## config.mk

```make
export PLATFORM = sky130hd
export DESIGN_NAME = sar_serial_ctrl
export DESIGN_NICKNAME = d
export VERILOG_FILES = /design/src/rtl/sar_ctrl_pkg.sv /design/src/rtl/sar_frame_fsm.sv /design/src/rtl/sar_mux_decode.sv /design/src/rtl/sar_approx_reg.sv /design/src/rtl/sar_dout_stage.sv /design/src/rtl/sar_serial_ctrl.sv
export SDC_FILE = /design/constraint.sdc
export NUM_CORES = 1
export LEC_CHECK = 0
export BUFFER_PORTS_ARGS = -buffer_cell sky130_fd_sc_hd__clkbuf_2
export CORE_ASPECT_RATIO = 0.9
export CORE_MARGIN = 2
export CORE_UTILIZATION = 49
export CTS_CLUSTER_SIZE = 30
export DETAILED_ROUTE_END_ITERATION = 16
export GPL_TIMING_DRIVEN = 0
export PLACE_DENSITY_LB_ADDON = 0.15
export SLEW_MARGIN = 20
export SYNTH_ARGS = -nofsm -noshare
export SYNTH_HDL_FRONTEND = slang
export SYNTH_SLANG_ARGS = --single-unit
```

## constraint.sdc

```tcl
create_clock -name clk -period 1.7 [get_ports clk]
set_input_delay 0.425 -clock clk [delete_from_list [all_inputs] [get_ports clk]]
set_output_delay 0.425 -clock clk [all_outputs]
set_load 0.005 [all_outputs]
```

## src/rtl/sar_ctrl_pkg.sv

```systemverilog
package sar_ctrl_pkg;
    localparam int ADDR_BITS = 3;

    typedef enum logic [2:0] {
        ST_IDLE,
        ST_ADDR,
        ST_SAMPLE,
        ST_CONV,
        ST_DONE
    } sar_state_e;
endpackage

```

## src/rtl/sar_frame_fsm.sv

```systemverilog
module sar_frame_fsm
    import sar_ctrl_pkg::*;
#(
    parameter int RES_BITS = 8
) (
    input  logic clk,
    input  logic cs_n,
    input  logic di,
    output logic addr_we,
    output logic sample_en,
    output logic conv_on
);
    localparam int CW = ($clog2(RES_BITS) > 2) ? $clog2(RES_BITS) : 2;

    sar_state_e    st, st_nx;
    logic [CW-1:0] cnt, cnt_nx;

    // next-state decode
    always_comb begin
        st_nx  = st;
        cnt_nx = cnt;
        unique case (st)
            ST_IDLE: begin
                cnt_nx = '0;
                if (di) st_nx = ST_ADDR;
            end
            ST_ADDR: begin
                if (cnt == CW'(ADDR_BITS - 1)) begin
                    st_nx  = ST_SAMPLE;
                    cnt_nx = '0;
                end else begin
                    cnt_nx = cnt + 1'b1;
                end
            end
            ST_SAMPLE: begin
                st_nx  = ST_CONV;
                cnt_nx = CW'(RES_BITS - 1);
            end
            ST_CONV: begin
                if (cnt == '0) st_nx = ST_DONE;
                else           cnt_nx = cnt - 1'b1;
            end
            ST_DONE: st_nx = ST_DONE;
            default: st_nx = ST_IDLE;
        endcase
    end

    // state register; a high select forces idle
    always_ff @(posedge clk) begin
        if (cs_n) begin
            st  <= ST_IDLE;
            cnt <= '0;
        end else begin
            st  <= st_nx;
            cnt <= cnt_nx;
        end
    end

    // outputs
    always_comb begin
        addr_we   = 1'b0;
        sample_en = 1'b0;
        conv_on   = 1'b0;
        unique case (st)
            ST_ADDR:   addr_we   = 1'b1;
            ST_SAMPLE: sample_en = 1'b1;
            ST_CONV:   conv_on   = 1'b1;
            default: ;
        endcase
    end
endmodule

```

## src/rtl/sar_mux_decode.sv

```systemverilog
module sar_mux_decode
    import sar_ctrl_pkg::*;
(
    input  logic       clk,
    input  logic       cs_n,
    input  logic       shift_en,
    input  logic       di,
    output logic       diff_mode,
    output logic [1:0] pos_sel,
    output logic [1:0] neg_sel
);
    logic [ADDR_BITS-1:0] addr_q;

    always_ff @(posedge clk) begin
        if (cs_n)          addr_q <= '0;
        else if (shift_en) addr_q <= {addr_q[ADDR_BITS-2:0], di};
    end

    // addr_q[2]=mode, addr_q[1]=odd/sign, addr_q[0]=select
    always_comb begin
        diff_mode = ~addr_q[2];
        pos_sel   = {addr_q[0], addr_q[1]};
        neg_sel   = diff_mode ? {addr_q[0], ~addr_q[1]} : 2'b00;
    end
endmodule

```

## src/rtl/sar_approx_reg.sv

```systemverilog
module sar_approx_reg #(
    parameter int RES_BITS = 8
) (
    input  logic                clk,
    input  logic                cs_n,
    input  logic                load,
    input  logic                step_en,
    input  logic                cmp_ge,
    output logic [RES_BITS-1:0] dac_code,
    output logic                bit_q,
    output logic                bit_vld
);
    logic [RES_BITS-1:0] res_q, trial_q;

    always_ff @(posedge clk) begin
        if (cs_n) begin
            res_q   <= '0;
            trial_q <= '0;
            bit_q   <= 1'b0;
            bit_vld <= 1'b0;
        end else if (load) begin
            res_q   <= '0;
            trial_q <= {1'b1, {(RES_BITS-1){1'b0}}};
        end else if (step_en) begin
            if (cmp_ge) res_q <= res_q | trial_q;
            trial_q <= trial_q >> 1;
            bit_q   <= cmp_ge;
            bit_vld <= 1'b1;
        end
    end

    assign dac_code = res_q | trial_q;
endmodule

```

## src/rtl/sar_dout_stage.sv

```systemverilog
module sar_dout_stage (
    input  logic clk,
    input  logic cs_n,
    input  logic bit_q,
    input  logic bit_vld,
    output logic dout,
    output logic dout_oe
);
    logic dq, en_q;

    always_ff @(negedge clk) begin
        if (cs_n) begin
            dq   <= 1'b0;
            en_q <= 1'b0;
        end else if (bit_vld) begin
            dq   <= bit_q;
            en_q <= 1'b1;
        end
    end

    assign dout    = dq;
    assign dout_oe = en_q & ~cs_n;
endmodule

```

## src/rtl/sar_serial_ctrl.sv

```systemverilog
module sar_serial_ctrl #(
    parameter int RES_BITS = 8
) (
    input  logic                clk,
    input  logic                cs_n,
    input  logic                di,
    input  logic                cmp_ge,
    output logic                dout,
    output logic                dout_oe,
    output logic                sars,
    output logic                sars_oe,
    output logic                sample_en,
    output logic                diff_mode,
    output logic [1:0]          pos_sel,
    output logic [1:0]          neg_sel,
    output logic [RES_BITS-1:0] dac_code
);
    logic addr_we, conv_on, bit_q, bit_vld;

    sar_frame_fsm #(.RES_BITS(RES_BITS)) u_fsm (
        .clk(clk), .cs_n(cs_n), .di(di),
        .addr_we(addr_we), .sample_en(sample_en), .conv_on(conv_on)
    );

    sar_mux_decode u_mux (
        .clk(clk), .cs_n(cs_n), .shift_en(addr_we), .di(di),
        .diff_mode(diff_mode), .pos_sel(pos_sel), .neg_sel(neg_sel)
    );

    sar_approx_reg #(.RES_BITS(RES_BITS)) u_sar (
        .clk(clk), .cs_n(cs_n), .load(sample_en), .step_en(conv_on),
        .cmp_ge(cmp_ge), .dac_code(dac_code), .bit_q(bit_q), .bit_vld(bit_vld)
    );

    sar_dout_stage u_do (
        .clk(clk), .cs_n(cs_n), .bit_q(bit_q), .bit_vld(bit_vld),
        .dout(dout), .dout_oe(dout_oe)
    );

    assign sars    = conv_on & ~cs_n;
    assign sars_oe = ~cs_n;
endmodule

```

Word level (Yosys, flattened, before mapping)
Cells that the tools add are included.
- $add $sub $neg: 2
- eq/ne operators: 9
- mux-type cells: 13
- bitwise operators: 7
- reductions and logical operators: 9
- operators by type and width (cell ; count):
    8-bit two-way mux ; 2
    3-bit two-way mux ; 5
    3-bit case mux with 5 select lines ; 1
    3-bit case mux with 4 select lines ; 1
    3-bit by 2-bit == test with 1-bit output (second input constant) ; 3
    8-bit bitwise OR ; 1
    3-bit zero test ; 2
    2-bit AND reduction ; 3
    2-bit by 1-bit != test with 1-bit output (second input constant) ; 2
    2-bit != test (second input constant) ; 2
    1-bit NOT ; 4
    4-bit nonzero test ; 1
    3-bit by 1-bit adder with 3-bit output (second input constant) ; 1
    3-bit by 1-bit == test with 1-bit output (second input constant) ; 1
    3-bit == test (second input constant) ; 1
    1-bit two-way mux ; 3
    3-bit AND reduction ; 1
    3-bit by 1-bit subtractor with 3-bit output (second input constant) ; 1
    1-bit bitwise AND ; 2
    2-bit two-way mux ; 1
    2-bit nonzero test ; 1
    2-bit OR reduction ; 1
- register bits: 29
- input port bits: 4
- output and inout port bits: 18
- word-level logic and storage cells: 50

Depth between registers and ports, before layout
Gate-level depths: netlist of run 1.
- depth in word-level cells: 4
- mapped depth: 7
- gate-level depth less buffers: 6

Cells and area by module
From an unflattened synthesis of run 1, not the netlist that was laid out.
- cells, all modules: 147
- area, all modules: 1368.8 µm²
- by module, submodules not included (module ; instances ; cells each ; area each (µm²) ; seq. area each (µm²)):
    sar_approx_reg ; 1 ; 71 ; 681.9 ; 360.3
    sar_frame_fsm ; 1 ; 52 ; 475.5 ; 120.1
    sar_mux_decode ; 1 ; 14 ; 130.1 ; 60.1
    sar_dout_stage ; 1 ; 8 ; 71.3 ; 40.0
    sar_serial_ctrl ; 1 ; 2 ; 10.0 ; 0.0

==> out/metrics.csv, run 1 <==
metric,value,unit
outcome,finished with violations,
violations,"DRC, setup timing",
cts_root_buf,clkbuf_4,
gp_congestion,0.829,
core_area,2510,um2
combPwrFrac,0.385,
synth_ff_type,dfxtp_1,
firstDrtPassIters,10,
power.total,0.00193,W
cts_max_level,2,
min_delay_path_depth,3,
post-place-cells,207,
fin_cells,227,
yosys_register_bits,29,
switching_share,0.339,
slew_violations,0,
synth-edff-count,0,
synth_most_common_cell,dfxtp_1,
yosysSeqAreaShare,0.437,
p_sw,0.000654,W
critical_path.cell_chain,nor2b_4 -> clkbuf_2,
leakage,0.748,nW
finalHoldViolations,0,
arrival,1.75,ns
endpoint_kind,output port,
clock_sinks,29,
worst_ir_drop_vdd,0.768,mV
wire_per_inst,12.4,um
tightest_slew,0.439,ns
dieArea,3150,um2
multi_input_area,691,um2
ff_latch_area,588,um2
grt.met2_usage,0.326,
cp_slowest_cell,dfxtp_2,
fillers,229,
clock_skew,0.0526,ns
power_frac_seq,0.414,
cts.clk_slew.worst_paths,0.09,ns
dp_hpwl,1880,um
maxSlewHeadroom,0.707,
antenna_left,0,
rr_worst_depth,6,
met1_usage,0.246,
syn_inst,158,
maxCapViolCount,0,
cts_made_buffers,5,
wl,2800,um
grtUsageMet3,0.0685,
cellPowerDensity,1150,nW/um2
clock_latency,0.36,ns
grt.overflow.total,0,
place_ws,-0.234,ns
die_y,53.4,um
syn_nets,167,
synth_area_leaders,"dfxtp_1, a21oi_1, nor2_1",
hp-class,primary input to flop,
synth_common_cells,"dfxtp_1, nor2_1, a21oi_1",
cts_buffer_depth,2,
setup_slack,-0.478,ns
r2r_end,u_fsm.st[1],
setup_viol,2,
fin_setup_tns,-0.826,ns
grt_max_degree,11,
yosys.area.top_type,dfxtp_1,
grt_usage,0.201,
clock_power_share,0.200,
vias_per_cell,5.13,
hold_start,di,
grt_pass1_vias,1053,
yosysTopAreaCellShare,0.437,
path_max_fanout,2,
grt_pass1_wl,4620,um
r2r_slack,0.04,ns
syn-cell-area,1330,um2
n_antenna_cell,0,
async_reset_ff_frac,0,
r2r_start,u_fsm.cnt[0],
slowest_delay,0.31,ns
antenna_found_initial,0,
num_vias,1164,
ys.warnings.count,0,
holdPathEnd,u_mux.addr_q[0],
synth_cell_types,32,
nNetsFinal,207,
required,1.27,ns
area_delta_synth_final,25.8,%
critPathLaunchType,flop,
drt_iter0_drc,47,
avgSynthCellArea,8.42,um2
grt.busiest_layer,met2,
critPathKind,flop to output port,
portBuffers,21,
start_util,0.530,
dieWidth,58.9,um
rsz0062_at_grt,yes,
drc,2,
ioPinCount,22,
layout-drive-gt1-share,0.377,
power.internal,0.00128,W
cts_tree,yes,
row_count,17,
-- power groups by stage --
stage               sequential [W]  clock (W)  combinational, W
floorplan                 0.000789  0.0000111          0.000446
finish                    0.000800   0.000387          0.000744
CTS                       0.000794   0.000404          0.000638
global route              0.000811   0.000439          0.000823
detailed placement        0.000802  0.0000111          0.000568
global placement          0.000798  0.0000111          0.000554
-- per-stage QoR --
| stage | utilization | cell area, um2 | hold slack (ns) |
|---|---|---|---|
| after global routing | 0.667 | 1670 | 0.393 |
| final | 0.667 | 1670 | 0.395 |
| after floorplan | - | 1330 | 0.427 |
| after CTS | 0.647 | 1620 | 0.384 |
| after global placement | 0.587 | 1470 | 0.439 |
| after detailed placement | 0.587 | 1470 | 0.456 |
-- sequential cells by signal, indices dropped and copies added (netlist names) --
| name | cells |
|---|---|
| u_sar.trial_q | 8 |
| u_sar.bit_vld | 1 |
| u_mux.addr_q | 3 |
| u_do.en_q | 1 |
| u_fsm.st | 3 |
| u_do.dout | 1 |
| u_sar.bit_q | 1 |
| u_sar.res_q | 8 |
| u_fsm.cnt | 3 |
-- metal layers --
metal	vias to the layer above	wire length (um)
li1	602	-
met1	538	1260
met2	22	1400
met3	2	127
met4	0	12
met5	-	0
-- area by class of cell --
cell class,count,area share
buffer,11,0.0546
sequential,29,0.352
clock inverter,4,0.00972
multi-input combinational,112,0.413
clock buffer,6,0.0247
inverter,4,0.00898
tap,28,0.0209
timing repair buffer,33,0.117
-- cell families (layout without fill, tap and decap cells) --
| logic type | after synthesis | in the layout | synth area share |
|---|---|---|---|
| simple gates | 64 | 64 | 0.227 |
| compound gates | 35 | 35 | 0.163 |
| flops | 29 | 29 | 0.437 |
| buf+inv | 17 | 58 | 0.0677 |
| mux | 6 | 6 | 0.0461 |
| fa+ha+maj | 5 | 5 | 0.0470 |
| xor+xnor | 2 | 2 | 0.0132 |
-- worst max-delay path: cells and delay by family, from the launching register on --
family	cells	cell delay (ns)
flip-flops	1	0.31
buffers and inverters	1	0.11
AND/OR/NAND/NOR	1	0.12
-- timing repair --
action	in CTS	in global routing
endpoints found under the setup margin	5	7
buffers inserted	8	4
hold endpoints to repair	0	0
hold buffers	0	0
cloned	0	0
gates resized for setup	15	10
-- layout by cell type (no fill, tap or decap), types with 2 or more instances in the layout --
| master | Yosys | routed |
|---|---|---|
| or2_2 | 8 | 8 |
| nor2b_1 | 5 | 4 |
| nor2_2 | 1 | 2 |
| mux2i_1 | 5 | 5 |
| clkbuf_4 | 0 | 5 |
| o221ai_1 | 2 | 2 |
| dfxtp_1 | 29 | 23 |
| clkbuf_2 | 0 | 21 |
| dfxtp_2 | 0 | 6 |
| nor2_1 | 26 | 24 |
| nand2_1 | 17 | 17 |
| buf_6 | 1 | 3 |
| ha_1 | 5 | 5 |
| a21oi_1 | 24 | 24 |
| inv_1 | 5 | 6 |
| xnor2_1 | 2 | 2 |
| buf_4 | 3 | 15 |
| buf_2 | 6 | 4 |
-- how the worst max path moves through the flow --
stage	cells after the start	slack [ns]	end	start
floorplan	1	-0.004	dout_oe	u_do.en_q
global placement	3	-0.20	u_do.dout	cs_n
detailed placement	3	-0.23	u_do.dout	cs_n
CTS	2	-0.49	dout_oe	u_do.en_q
global route	2	-0.54	dout_oe	u_do.en_q
finish	2	-0.48	dout_oe	u_do.en_q
(Power assumes the default switching activity.)
==> inputs of run 2 (changes only) <==
--- a/config.mk
+++ b/config.mk
@@ -5,14 +5,17 @@
 export SDC_FILE = /design/constraint.sdc
 export NUM_CORES = 1
 export LEC_CHECK = 0
+export ABC_AREA = 1
 export BUFFER_PORTS_ARGS = -buffer_cell sky130_fd_sc_hd__clkbuf_2
 export CORE_ASPECT_RATIO = 0.9
 export CORE_MARGIN = 2
-export CORE_UTILIZATION = 49
+export CORE_UTILIZATION = 50
 export CTS_CLUSTER_SIZE = 30
 export DETAILED_ROUTE_END_ITERATION = 16
 export GPL_TIMING_DRIVEN = 0
 export PLACE_DENSITY_LB_ADDON = 0.15
+export SETUP_SLACK_MARGIN = 0.4
+export SKIP_LAST_GASP = 1
 export SLEW_MARGIN = 20
 export SYNTH_ARGS = -nofsm -noshare
 export SYNTH_HDL_FRONTEND = slang
==> run 2 against run 1 <==
Effect of this change: the flow finishes with violations (setup timing); global-route usage up 0.93 points; die area up 6.2%; non-clock buffer count down 6; final area up 16%; via count up 13%; synthesized cell count up 15%; critical path type unchanged; critical endpoint unchanged; largest power group unchanged.
==> out/metrics.csv, run 2 <==
metric,value,unit,change
outcome,finished with violations,,
violations,setup timing,,
leakage,0.896,nW,+20%
die_y,55.0,um,+3.0%
finalHoldViolations,0,,unchanged
endpoint_kind,output port,,
antenna_found_initial,0,,unchanged
final_common_cell,nand2_1,,
final_cell_mix,"nand2_1, dfxtp_2, inv_1",,
wire_per_inst,12.4,um,+0.53%
critPathLaunchType,flop,,
reg_top3,"u_sar.res_q: 8 flops, u_sar.trial_q: 8 flops",,
hp-class,primary input to flop,,
fin_setup_tns,-0.985,ns,-0.159 ns
holdPathEnd,u_fsm.cnt[2],,
n_antenna_cell,0,,unchanged
setup_slack,-0.506,ns,-0.0282 ns
rr_worst_depth,3,,-3
row_count,18,,+1
avgSynthCellArea,8.00,um2,-5.0%
synth_common_cells,"nand2_1, dfxtp_1, inv_1",,
dieWidth,60.7,um,+3.1%
start_util,0.527,,-0.00304
slew_violations,0,,unchanged
required,1.27,ns,about the same
grt_max_degree,11,,unchanged
arrival,1.78,ns,+0.03 ns
dieArea,3340,um2,+6.2%
r2r_start,u_sar.bit_vld,,
dp_hpwl,2080,um,+10%
yosys.area.top_type,dfxtp_1,,
clock_sinks,29,,unchanged
yosys_register_bits,29,,unchanged
cts_buffer_depth,2,,unchanged
grt_usage,0.211,,+0.00934
grt_pass1_vias,1186,,+13%
clock_latency,0.38,ns,+0.02 ns
min_delay_path_depth,2,,-1
grt_pass1_wl,5020,um,+8.5%
cts_root_buf,clkbuf_4,,
nNetsFinal,229,,+11%
cts.clk_slew.worst_paths,0.10,ns,about the same
syn_nets,190,,+14%
synth_cell_types,29,,-9.4%
synth_most_common_cell,nand2_1,,
gp_congestion,0.805,,-2.9%
r2r_end,u_do.dout,,
worst_ir_drop_vdd,0.566,mV,-26%
clock_skew,0.0452,ns,-0.00747 ns
hold_start,cs_n,,
portBuffers,19,,-9.5%
maxSlewHeadroom,0.738,,+0.0316
cellPowerDensity,1020,nW/um2,-12%
grt.overflow.total,0,,unchanged
ys.warnings.count,0,,unchanged
syn_inst,181,,+15%
r2r_slack,0.28,ns,+0.24 ns
cts_max_level,2,,unchanged
cts_tree,yes,,
firstDrtPassIters,4,,-6
stdcell_area,1940,um2,+16%
place_area,1610,um2,+9.1%
yosysTopAreaCellShare,0.401,,-0.0355
async_reset_ff_frac,0,,unchanged
post-route-util,0.705,,+0.0389
maxCapViolCount,0,,unchanged
path_max_fanout,2,,unchanged
synth_ff_type,dfxtp_1,,
antenna_left,0,,unchanged
drc,0,,-2
synth-edff-count,0,,unchanged
setup_viol,3,,+1
num_vias,1315,,+13%
synth_area_leaders,"dfxtp_1, nand2_1, inv_1",,
ioPinCount,22,,unchanged
tightest_slew,0.393,ns,-0.0465 ns
core_area,2750,um2,+9.5%
vias_per_cell,5.04,,-1.7%
rsz0062_at_grt,yes,,
area_delta_synth_final,33.9,%,
yosysSeqAreaShare,0.401,,-0.0355
critPathKind,flop to output port,,
ctsHoldBuffers,0,,unchanged
syn-cell-area,1450,um2,+8.8%
layout-drive-gt1-share,0.529,,+0.153
wl,3240,um,+16%
drt_iter0_drc,37,,-21%
cts_made_buffers,5,,unchanged
## run 2: routing by layer
layer | part of all wire | GRT usage | vias to the layer above
li1 | - | - | 653
met1 | 0.43 | 0.252 | 619
met2 | 0.50 | 0.344 | 33
met3 | 0.045 | 0.0512 | 10
met4 | 0.027 | 0.127 | 0
met5 | 0 | 0 | -
## run 2: repair_timing
action | CTS | global route
gates resized for setup | 23 | 32
buffers inserted | 11 | 1
pin swaps | 10 | 15
endpoints found under the setup margin | 22 | 22
## run 2: layout make-up
class / instances / area [um2]
Clock buffer: 5 / 37.5
Multi-Input combinational cell: 119 / 787
Inverter: 25 / 104
Tap cell: 40 / 50.0
Timing Repair Buffer: 31 / 198
Sequential cell: 29 / 611
Clock inverter: 5 / 71.3
Buffer: 7 / 80.1
Fill cell: 243 / 810
## run 2: through the flow
step                power, W  hold slack, ns  worst slack, ns  std cells
global route         0.00207           0.318           -0.556        261
global placement     0.00115           0.448          -0.0882        240
detailed placement   0.00116           0.462           -0.113        240
CTS                  0.00192           0.299           -0.517        260
floorplan            0.00107           0.436          0.00345        181
finish               0.00198           0.308           -0.506        261
## run 2: worst max-delay path by stage
stage | from | endpoint | slack, ns | cells past startpoint
2_1_floorplan | u_do.en_q | dout_oe | 0.003 | 2
3_3_place_gp | u_do.en_q | dout_oe | -0.09 | 3
3_5_place_dp | u_do.en_q | dout_oe | -0.11 | 3
4_1_cts | u_do.en_q | dout_oe | -0.52 | 3
5_1_grt | u_do.en_q | dout_oe | -0.56 | 3
6_report | u_do.en_q | dout_oe | -0.51 | 3
## run 2: critical path, stage by stage, from the launching register on
cell     delay [ns]
dfxtp_2        0.31
inv_2          0.04
nor2_1         0.09
buf_2          0.11
## run 2: logic make-up after synthesis
kind of cell | Yosys count | synth area share
AOI/OAI and AO/OA | 36 | 0.161
and+or+nand+nor | 77 | 0.276
buffers and inverters | 33 | 0.113
adders and majority gates | 5 | 0.0432
xor gates and xnor gates | 1 | 0.00605
DFF | 29 | 0.401
## run 2: power breakdown
part	total [W]	switching [W]	internal, W
clock network	0.000727	0.000268	0.000459
registers	0.000785	0.0000566	0.000729
logic	0.000463	0.000258	0.000205
total	0.00198	0.000583	0.00139
